===== config.mk =====
export PLATFORM = sky130hd
export DESIGN_NAME = wt_regdec
export DESIGN_NICKNAME = d
export VERILOG_FILES = /design/src/rtl/wt_regdec_pkg.sv /design/src/rtl/wt_wave_ram.sv /design/src/rtl/wt_decode.sv /design/src/rtl/wt_ctrl_regs.sv /design/src/rtl/wt_regdec.sv
export SDC_FILE = /design/constraint.sdc
export NUM_CORES = 2
export LEC_CHECK = 0
export CAP_MARGIN = 20
export CORE_UTILIZATION = 50
export CTS_BUF_LIST = sky130_fd_sc_hd__clkbuf_8
export CTS_CLUSTER_DIAMETER = 40
export CTS_CLUSTER_SIZE = 8
export DETAILED_ROUTE_END_ITERATION = 12
export PLACE_DENSITY = 0.67
export SLEW_MARGIN = 20
export SYNTH_ARGS = -nofsm -noshare
export SYNTH_HDL_FRONTEND = slang
export SYNTH_HIERARCHICAL = 1
export SYNTH_SLANG_ARGS = --single-unit
export TNS_END_PERCENT = 5

===== constraint.sdc =====
create_clock -name clk -period 5.54 [get_ports clk]
set_input_delay 1.662 -clock clk [delete_from_list [all_inputs] [get_ports clk]]
set_output_delay 1.662 -clock clk [all_outputs]
set_load 0.05 [all_outputs]

===== src/rtl/wt_regdec_pkg.sv =====
package wt_regdec_pkg;
  localparam int NV = 5;            // voices
  localparam int IW = 5;            // waveform index width
  localparam int WL = 1 << IW;      // waveform length
  localparam int DW = 8;            // data width
  localparam int PW = 12;           // period width
  localparam int VW = 4;            // volume width
  localparam int RW = 3;            // region field width

  localparam logic [RW-1:0] REG_CTRL_COMPAT = 3'd4;
  localparam logic [RW-1:0] REG_CTRL_EXT    = 3'd5;
  localparam logic [RW-1:0] REG_V4_READBACK = 3'd5;
  localparam logic [RW-1:0] REG_PAIR        = 3'd3;
  localparam logic [RW-1:0] REG_TEST_EXT    = 3'd6;
  localparam logic [RW-1:0] REG_TEST_BASIC  = 3'd7;

  typedef struct packed {
    logic rot_pair;
    logic rot_all;
    logic pos_reset;
    logic f8;
    logic f4;
  } test_t;

  function automatic logic [IW-1:0] wrap_index(input logic [IW-1:0] off,
                                               input logic [IW-1:0] pos);
    return off + pos;
  endfunction
endpackage


===== src/rtl/wt_wave_ram.sv =====
module wt_wave_ram
  import wt_regdec_pkg::*;
(
  input  logic             clk,
  input  logic             rst_n,
  input  logic [NV-1:0]    we,
  input  logic [IW-1:0]    waddr,
  input  logic [DW-1:0]    wdata,
  input  logic [RW-1:0]    rvoice,
  input  logic [IW-1:0]    raddr,
  output logic [DW-1:0]    rword,
  input  logic [NV*IW-1:0] play_idx,
  output logic [NV*DW-1:0] play_word
);
  logic [DW-1:0] rsel [NV];

  for (genvar v = 0; v < NV; v++) begin : g_voice
    logic [DW-1:0] mem [WL];

    always_ff @(posedge clk or negedge rst_n) begin
      if (!rst_n) begin
        for (int i = 0; i < WL; i++) mem[i] <= '0;
      end else if (we[v]) begin
        mem[waddr] <= wdata;
      end
    end

    assign rsel[v] = mem[raddr];
    assign play_word[v*DW +: DW] = mem[play_idx[v*IW +: IW]];
  end

  always_comb begin
    rword = '0;
    for (int v = 0; v < NV; v++)
      if (int'(rvoice) == v) rword = rsel[v];
  end
endmodule


===== src/rtl/wt_decode.sv =====
module wt_decode
  import wt_regdec_pkg::*;
#(
  parameter bit EXT_CHIP = 1'b1
) (
  input  logic [7:0]       addr,
  input  logic             wr_en,
  input  logic             ext_eff,
  input  test_t            tst,
  input  logic [NV*IW-1:0] play_idx,
  output logic [NV-1:0]    wave_we,
  output logic             ctrl_we,
  output logic             test_we,
  output logic             rd_mapped,
  output logic [RW-1:0]    rd_voice,
  output logic [IW-1:0]    rd_index
);
  localparam logic [RW-1:0] TEST_REGION = EXT_CHIP ? REG_TEST_EXT : REG_TEST_BASIC;

  logic [RW-1:0] region;
  logic [IW-1:0] off;
  logic [NV-1:0] wvec;
  logic [RW-1:0] pos_voice;
  logic          rotated;

  assign region = addr[7:5];
  assign off    = addr[IW-1:0];

  // write targets
  always_comb begin
    wvec = '0;
    if (ext_eff) begin
      if (region < RW'(NV)) wvec[region] = 1'b1;
    end else if (region < REG_PAIR) begin
      wvec[region] = 1'b1;
    end else if (region == REG_PAIR && !tst.rot_pair) begin
      wvec[3] = 1'b1;
      wvec[4] = 1'b1;
    end
  end

  assign wave_we = (wr_en && !tst.rot_all) ? wvec : '0;
  assign ctrl_we = wr_en && (region == (ext_eff ? REG_CTRL_EXT : REG_CTRL_COMPAT));
  assign test_we = wr_en && (region == TEST_REGION);

  // read target and rotation
  always_comb begin
    rd_mapped = 1'b0;
    rd_voice  = '0;
    if (ext_eff) begin
      if (region < RW'(NV)) begin
        rd_mapped = 1'b1;
        rd_voice  = region;
      end
    end else if (region <= REG_PAIR) begin
      rd_mapped = 1'b1;
      rd_voice  = region;
    end else if (region == REG_V4_READBACK) begin
      rd_mapped = 1'b1;
      rd_voice  = 3'd4;
    end

    pos_voice = rd_voice;
    rotated   = tst.rot_all;
    if (!ext_eff && region == REG_PAIR && (tst.rot_pair || tst.rot_all)) begin
      rotated   = 1'b1;
      pos_voice = tst.rot_all ? 3'd4 : 3'd3;
    end

    rd_index = rotated ? wrap_index(off, play_idx[int'(pos_voice)*IW +: IW]) : off;
  end
endmodule


===== src/rtl/wt_ctrl_regs.sv =====
module wt_ctrl_regs
  import wt_regdec_pkg::*;
#(
  parameter bit EXT_CHIP = 1'b1
) (
  input  logic             clk,
  input  logic             rst_n,
  input  logic             ctrl_we,
  input  logic             test_we,
  input  logic [3:0]       nib,
  input  logic [DW-1:0]    wdata,
  output logic [NV*PW-1:0] period_out,
  output logic [NV*VW-1:0] volume_out,
  output logic [NV-1:0]    enable_out,
  output logic [NV-1:0]    period_load,
  output test_t            tst
);
  localparam int VOL_BASE = 2 * NV;
  localparam int EN_SLOT  = 15;

  logic [PW-1:0] per [NV];
  logic [VW-1:0] vol [NV];

  always_ff @(posedge clk or negedge rst_n) begin
    if (!rst_n) begin
      for (int v = 0; v < NV; v++) begin
        per[v] <= '0;
        vol[v] <= '0;
      end
      enable_out  <= '0;
      period_load <= '0;
      tst         <= '0;
    end else begin
      period_load <= '0;
      if (ctrl_we) begin
        for (int v = 0; v < NV; v++) begin
          if (int'(nib) == 2*v) begin
            per[v][DW-1:0] <= wdata;
            period_load[v] <= 1'b1;
          end
          if (int'(nib) == 2*v + 1) begin
            per[v][PW-1:DW] <= wdata[PW-DW-1:0];
            period_load[v]  <= 1'b1;
          end
          if (int'(nib) == VOL_BASE + v) vol[v] <= wdata[VW-1:0];
        end
        if (int'(nib) == EN_SLOT) enable_out <= wdata[NV-1:0];
      end
      if (test_we) begin
        tst.f4        <= wdata[0];
        tst.f8        <= wdata[1];
        tst.pos_reset <= wdata[5];
        tst.rot_all   <= wdata[6];
        tst.rot_pair  <= wdata[7] & ~EXT_CHIP;
      end
    end
  end

  for (genvar v = 0; v < NV; v++) begin : g_flat
    assign period_out[v*PW +: PW] = per[v];
    assign volume_out[v*VW +: VW] = vol[v];
  end
endmodule


===== src/rtl/wt_regdec.sv =====
module wt_regdec
  import wt_regdec_pkg::*;
#(
  parameter bit EXT_CHIP = 1'b1
) (
  input  logic             clk,
  input  logic             rst_n,
  input  logic             ext_mode,
  input  logic             wr_en,
  input  logic             rd_en,
  input  logic [7:0]       addr,
  input  logic [DW-1:0]    wdata,
  input  logic [NV*IW-1:0] voice_idx,
  output logic [DW-1:0]    rdata,
  output logic [NV*DW-1:0] sample_out,
  output logic [NV*PW-1:0] period_out,
  output logic [NV*VW-1:0] volume_out,
  output logic [NV-1:0]    enable_out,
  output logic [NV-1:0]    period_load,
  output logic             freq4_mode,
  output logic             freq8_mode,
  output logic             pos_reset_mode,
  output logic             rotate_all,
  output logic             rotate_pair
);
  logic          ext_eff;
  test_t         tst;
  logic [NV-1:0] wave_we;
  logic          ctrl_we;
  logic          test_we;
  logic          rd_mapped;
  logic [RW-1:0] rd_voice;
  logic [IW-1:0] rd_index;
  logic [DW-1:0] ram_word;

  assign ext_eff = EXT_CHIP && ext_mode;

  wt_decode #(.EXT_CHIP(EXT_CHIP)) u_dec (
    .addr     (addr),
    .wr_en    (wr_en),
    .ext_eff  (ext_eff),
    .tst      (tst),
    .play_idx (voice_idx),
    .wave_we  (wave_we),
    .ctrl_we  (ctrl_we),
    .test_we  (test_we),
    .rd_mapped(rd_mapped),
    .rd_voice (rd_voice),
    .rd_index (rd_index)
  );

  wt_wave_ram u_ram (
    .clk      (clk),
    .rst_n    (rst_n),
    .we       (wave_we),
    .waddr    (addr[IW-1:0]),
    .wdata    (wdata),
    .rvoice   (rd_voice),
    .raddr    (rd_index),
    .rword    (ram_word),
    .play_idx (voice_idx),
    .play_word(sample_out)
  );

  wt_ctrl_regs #(.EXT_CHIP(EXT_CHIP)) u_ctl (
    .clk        (clk),
    .rst_n      (rst_n),
    .ctrl_we    (ctrl_we),
    .test_we    (test_we),
    .nib        (addr[3:0]),
    .wdata      (wdata),
    .period_out (period_out),
    .volume_out (volume_out),
    .enable_out (enable_out),
    .period_load(period_load),
    .tst        (tst)
  );

  always_ff @(posedge clk or negedge rst_n) begin
    if (!rst_n)     rdata <= '0;
    else if (rd_en) rdata <= rd_mapped ? ram_word : {DW{1'b1}};
  end

  assign freq4_mode     = tst.f4;
  assign freq8_mode     = tst.f8;
  assign pos_reset_mode = tst.pos_reset;
  assign rotate_all     = tst.rot_all;
  assign rotate_pair    = tst.rot_pair;
endmodule


After elaboration in Yosys (flattened, before gate mapping):

Cells that the tools add are included.

* flip-flop bits (word level): 1382
* word-level logic and storage cells: 330
* input port bits: 46
* output and inout bits: 143

* shifts and indexed selects: 1
* $add $sub $neg: 1
* multipliers: 1
* magnitude comparators: 13
* bitwise gates (word level): 7
* multiplexer cells: 75
* reduce and logical (&&, ||, !) cells: 27
* equality and inequality tests: 23

Operators by type and width (number)
* $bwmux 256: 5
* $bmux 8 s5: 10
* $mux 8: 27
* $ge 6x6->1 const B: 7
* $not 5->6: 7
* $demux 8 s5: 1
* $eq 4x4->1 const B: 8
* $reduce_and 2->1: 16
* $shiftx 25x32->5: 1
* $mux 5: 5
* $mux 3: 7
* $mux 1: 17
* $eq 4x3->1 const B: 4
* $eq 3x3->1 const B: 5
* $eq 4x2->1 const B: 2
* $logic_and 1x1->1: 7
* $eq 3x2->1 const B: 2
* $lt 6x1->1 const B: 1
* $mul 3x3->6 const B: 1
* $add 5x5->5: 1
* $eq 4x1->1 const B: 1
* $logic_not 4->1: 1
* $lt 3x4->1 const B: 1
* $mux 2: 2
* 8 further kinds: 9

Depth between registers and ports, before layout:

* word-level depth: 19
* depth in mapped cells: 27

Modules after synthesis:

Netlist, hierarchy kept.

By module, submodules not included
* wt_wave_ram: area each 68095.3 um2, cells each 4295, instances 1
* wt_ctrl_regs: area each 3624.7 um2, cells each 223, instances 1
* wt_decode: area each 630.6 um2, cells each 86, instances 1
* wt_regdec: area each 351.6 um2, cells each 34, instances 1

Worst setup path after synthesis:

OpenSTA, ideal clock, no wires.

* path kind: in2reg
* start: input port ext_mode
* end: register rdata[5]
* slack: -713 ps
* stages on the path: 25
* library setup time: 120 ps
* data arrival time: 6133 ps
* path buffers: 5
* data required time: 5420 ps
* path through: buf_2 > and2b_1 > a21bo_1 > buf_6 > mux2i_1 > nand2_1 > o211ai_1 > o21ai_0 > ha_1 > fa_1 > a21o_1 > a21oi_1 > nor2b_1 > o221ai_1 > o21ai_0 > nor3_2 > clkbuf_1 > inv_1 > buf_2 > clkbuf_1 > nor2_1 > a221oi_1 > o22ai_1 > or4b_1 > o22a_2

* longest elaborated chain between the ends: 18
* elaborated cells between the ends (all ways): 38
* classes of those cells: 1 x add/sub; 1 x mul; 4 x eq/ne; 1 x shift; 26 x mux; 1 x bitwise; 4 x reduce/logical

RTL lines
* from (decl): RTL line wt_regdec.sv:8 `input logic ext_mode,`
* $logic_not 1->1: RTL line wt_decode.sv:65 `if (!ext_eff && region == REG_PAIR && (tst.rot_pair || tst.rot_all)) begin`
* $logic_and 1x1->1 (2 in a row): RTL line wt_decode.sv:65
* $mux 3: RTL line wt_decode.sv:65
* $mul 3x3->6: RTL line wt_decode.sv:70 `rd_index = rotated ? wrap_index(off, play_idx[int'(pos_voice)*IW +: IW]) : off;`
* $shiftx 25x32->5: RTL line wt_decode.sv:70
* $add 5x5->5: RTL line wt_regdec_pkg.sv:27 `return off + pos;`
* $mux 5 (*): RTL line wt_decode.sv:70
* named net rd_index[4]: RTL line wt_regdec.sv:33 `logic [IW-1:0] rd_index;`
* $not 5->6 (not written as such) (*): RTL line wt_wave_ram.sv:28 `assign rsel[v] = mem[raddr];`
* $bmux 8 s5: RTL line wt_wave_ram.sv:28
* $mux 8 (not written as such) (2 in a row): RTL line wt_wave_ram.sv:28
* $mux 8 (4 in a row): RTL line wt_wave_ram.sv:35 `if (int'(rvoice) == v) rword = rsel[v];`
* $mux 8 (*): RTL line wt_wave_ram.sv:35
* named net ram_word[5]: RTL line wt_regdec.sv:34 `logic [DW-1:0] ram_word;`
* $mux 8 (*): RTL line wt_regdec.sv:81 `else if (rd_en) rdata <= rd_mapped ? ram_word : {DW{1'b1}};`
* to (signal assigned): RTL line wt_regdec.sv:81
* to (decl): RTL line wt_regdec.sv:14 `output logic [DW-1:0] rdata,`

Mark *: on every way through the listed nets, which the timed path passes. The rest lies on a longest branch. The select of a mux whose other input is x is not followed.
A chain may end at the register's enable or synchronous reset.

Final worst setup path:

* start: input port voice_idx[5]
* end: output port sample_out[9]

* longest elaborated chain between the ends: 4

RTL lines
* from (decl): RTL line wt_regdec.sv:13 `input logic [NV*IW-1:0] voice_idx,`
* $not 5->6 (not written as such): RTL line wt_wave_ram.sv:29 `assign play_word[v*DW +: DW] = mem[play_idx[v*IW +: IW]];`
* $bmux 8 s5: RTL line wt_wave_ram.sv:29
* $mux 8 (not written as such) (2 in a row): RTL line wt_wave_ram.sv:29
* to (decl): RTL line wt_regdec.sv:15 `output logic [NV*DW-1:0] sample_out,`

Every way passes these cells. The select of a mux whose other input is x is not followed.

==> reports/metrics.csv <==
stage,metric,value,unit
critical_path,r2r_cells,23,
sta,slew_headroom,15.3,%
sta,timing.final.ws_setup,-0.0181,ns
clock_tree,root_buffer,clkbuf_8,
hold_path,min_path_cells,1,
detailed_routing,avgViaCountPerCell,6.68,
power_and_ir_drop,p_seq_share,43.3,%
final_layout,final_cell_mix,"1,403 x mux2_2, 1,382 x dfrtp_1, 710 x mux4_2, 390 x buf_4, 252 x clkbuf_8",
die,rows,139,
hold_path,hold_start,u_ctl/volume_out[8],
detailed_routing,drc_errors,62,
logic_synthesis,synth_nets,4690,
sta,hold_ws,0.501,ns
logic_synthesis,ys_types,78,
detailed_routing,ant_nets,0,
die,initial_utilization,50.5,%
final_layout,seq_area,0.0346,mm²
detailed_routing,wl_per_cell,32.8,µm
final_layout,final_common_cell,mux2_2,
sta,setup_violations,1,
global_route,grt_pass1_vias,48600,
power_and_ir_drop,irDropWorstVdd,0.240,mV
die,io_pins,189,
die,die_area,0.147,mm²
critical_path,critPathMaxFanout,14,
flow_run,maxCapViolCount,0,
final_layout,n_fill_cell,11200,
logic_synthesis,synth_area_leaders,"dfrtp_1 48%, mux4_2 22%, mux2_2 22%",
die,chipWidth,383,µm
power_and_ir_drop,switchingPower,7460,µW
final_layout,final_area,0.0839,mm²
global_route,grt_overflow,0,
sta,clock.fmax,180,MHz
run_status,outcome,"complete, but fails checks",
clock_tree,clkTransAtPathRegs,0.06,ns
die,dieHeight,383,µm
detailed_routing,via_count,47500,
critical_path,cp_cell_sequence,"buf_4, buf_12, mux4_2, mux4_2, mux2_2, buf_4",
clock_tree,cts_tree,done,
sta,grt_setup_unrepaired,true,
die,coreArea,0.144,mm²
logic_synthesis,syn_inst,4638,
place,placed_area,0.0794,mm²
final_layout,area.growth.synth_to_final,15.5,%
power_and_ir_drop,p_leak,0.0392,µW
clock_tree,clk_latency,0.96,ns
final_layout,post-route-util,58.3,%
place,gp_congestion,0.971,
sta,period_minus_slack,5.56,ns
logic_synthesis,synth_edf_count,0,
critical_path,cp-end-kind,primary output,
final_layout,layout.nets,5144,
clock_tree,cts_sinks,1382,
critical_path,cp-startpoint,voice_idx[5],
power_and_ir_drop,pwr-share-comb,21.4,%
detailed_routing,dr.pass1.iters,11,
sta,skew,0.0615,ns
detailed_routing,drt_iter0_drc,4748,
logic_synthesis,syn_area,0.0727,mm²
global_route,grt_pass1_wl,344000,µm
logic_synthesis,ys_ff_latch,1382,
clock_tree,clock_path_buffers,3,
power_and_ir_drop,clkPwrFrac,35.2,%
logic_synthesis,ys_seq_area_share,47.6,%
sta,fin_setup_tns,-0.0181,ns
critical_path,required,3.88,ns
clock_tree,cts_buffers,221,
critical_path,reg2reg_from,u_ctl/tst[3],
logic_synthesis,yosys_most_used_dff,dfrtp_1,
critical_path,slowest_delay,0.59,ns
global_route,grt_util_all_layers,32.2,%
critical_path,cp.arrival,3.90,ns
critical_path,crit_type,input pin to primary output,
power_and_ir_drop,p_int,17700,µW
logic_synthesis,async_flop_share,100,%
critical_path,crit_slowest_cell,mux4_2,
power_and_ir_drop,total_power,25100,µW
sta,hold_viol,0,
final_layout,multi_input_area,0.0365,mm²
clock_tree,cts_max_level,4,
detailed_routing,wirelength,234000,µm
sta,tightest_slew,1.27,ns
critical_path,start_kind,input pin,
final_layout,drive_gt1_share,57.2,%
logic_synthesis,avgSynthCellArea,15.7,µm²
power_and_ir_drop,cellPowerDensity,299,mW/mm²
global_route,antenna_found_initial,7,
logic_synthesis,synth_top_area_cell,dfrtp_1,
place,io_buffers,187,
run_status,violations,"DRC, setup timing",
global_route,grt_max_degree,143,
sta,fin_crit_sh,100,%
logic_synthesis,yosys_warnings,6,
logic_synthesis,synth_top_area_share,47.6,%
clock_tree,holdBufCountCts,0,
hold_path,hold_path_class,register to register,
place,hpwl,161000,µm
sta,slew_viol_final,0,
power_and_ir_drop,swShare,29.7,%
final timing paths:
path / slack (ns) / endpoint
worst max register to register: 0.70 / rdata[2]
min in group asynchronous: 0.72 / u_ctl/volume_out[7]
worst min register to register: 0.50 / u_ctl/volume_out[8]
worst max-delay path: -0.02 / sample_out[9]
worst min-delay path: 0.50 / u_ctl/volume_out[8]
max in group asynchronous: 3.49 / u_ram/g_voice[0].mem[228]
per-stage QoR:
| step | std cells | worst slack [ns] |
|---|---|---|
| finish | 7110 | -0.0181 |
| global route | 7107 | -0.0708 |
| CTS | 7098 | -0.0118 |
| detailed placement | 6763 | -1.33 |
| global placement | 6763 | -1.33 |
| floorplan | 4638 | -0.289 |
registers in the layout (all words and copies together) (netlist names):
name and count:
u_ctl/enable_out 5, u_ram/g_voice.mem 1280, u_ctl/period_out 60, u_ctl/volume_out 20, u_ctl/period_load 5, rdata 8
u_ctl/tst 4
area by class of cell:
class / count / area share [%]
Clock buffer: 252 / 4.13
Sequential cell: 1382 / 41.2
Multi-Input combinational cell: 2850 / 43.5
Timing Repair Buffer: 621 / 7.30
Clock inverter: 82 / 0.930
Inverter: 16 / 0.0715
Tap cell: 1903 / 2.84
Antenna cell: 4 / 0.0119
routing by layer:
layer	share of wire (%)	vias up	track usage, %
li1	-	19000	-
met1	41	25900	45.7
met2	45	2187	47.8
met3	9.9	474	8.60
met4	4.1	12	12.0
met5	0.033	-	0
power by group through the flow:
stage / Clock (µW) / Combinational, µW / Sequential (µW)
2_1_floorplan: 0 / 2740 / 11200
3_3_place_gp: 0 / 5230 / 11000
3_5_place_dp: 0 / 5270 / 11100
4_1_cts: 9030 / 5300 / 10900
5_1_grt: 9440 / 5590 / 10900
6_report: 8850 / 5380 / 10900
critical path, delay by kind of cell:
kind	cells	cell delay (ns)
muxes	3	1.55
buffers and inverters	3	0.65
Yosys cell counts, drive strengths merged (3+ instances only):
cell	count
mux2	1415
nor4	4
clkbuf	240
and3	8
or3	6
a21oi	28
mux2i	82
o22a	5
nor3	23
buf	150
o22ai	22
a22oi	32
xnor2	3
a31oi	10
mux4	710
o21ai	27
and2	10
inv	15
nand2b	16
nand3	14
a221oi	21
a22o	15
dfrtp	1382
o211ai	4
ha	5
a21o	3
a211oi	10
nor2b	15
nor2	73
nand2	226
nand3b	9
nor3b	4
a2111oi	12
or2	4
what timing repair did:
action                     CTS  global route
pin swaps                    2            10
gates resized for setup     15            29
cloned                       1             1
setup buffers                0             7
setup endpoints to repair   15            20
cell families (layout without fill, tap and decap cells):
logic type | after synthesis | after routing | share of synthesized area (%)
flip-flops | 1382 | 1382 | 47.6
AO/OA/AOI/OAI | 210 | 210 | 2.06
other | 1 | 5 | 0.00516
adder cells (fa/ha/maj) | 6 | 6 | 0.114
XOR/XNOR | 4 | 4 | 0.0482
multiplexers | 2207 | 2207 | 45.1
buffers and inverters | 406 | 971 | 2.45
AND/OR/NAND/NOR | 422 | 422 | 2.66
Note: power is estimated with default switching activity, not from simulation.
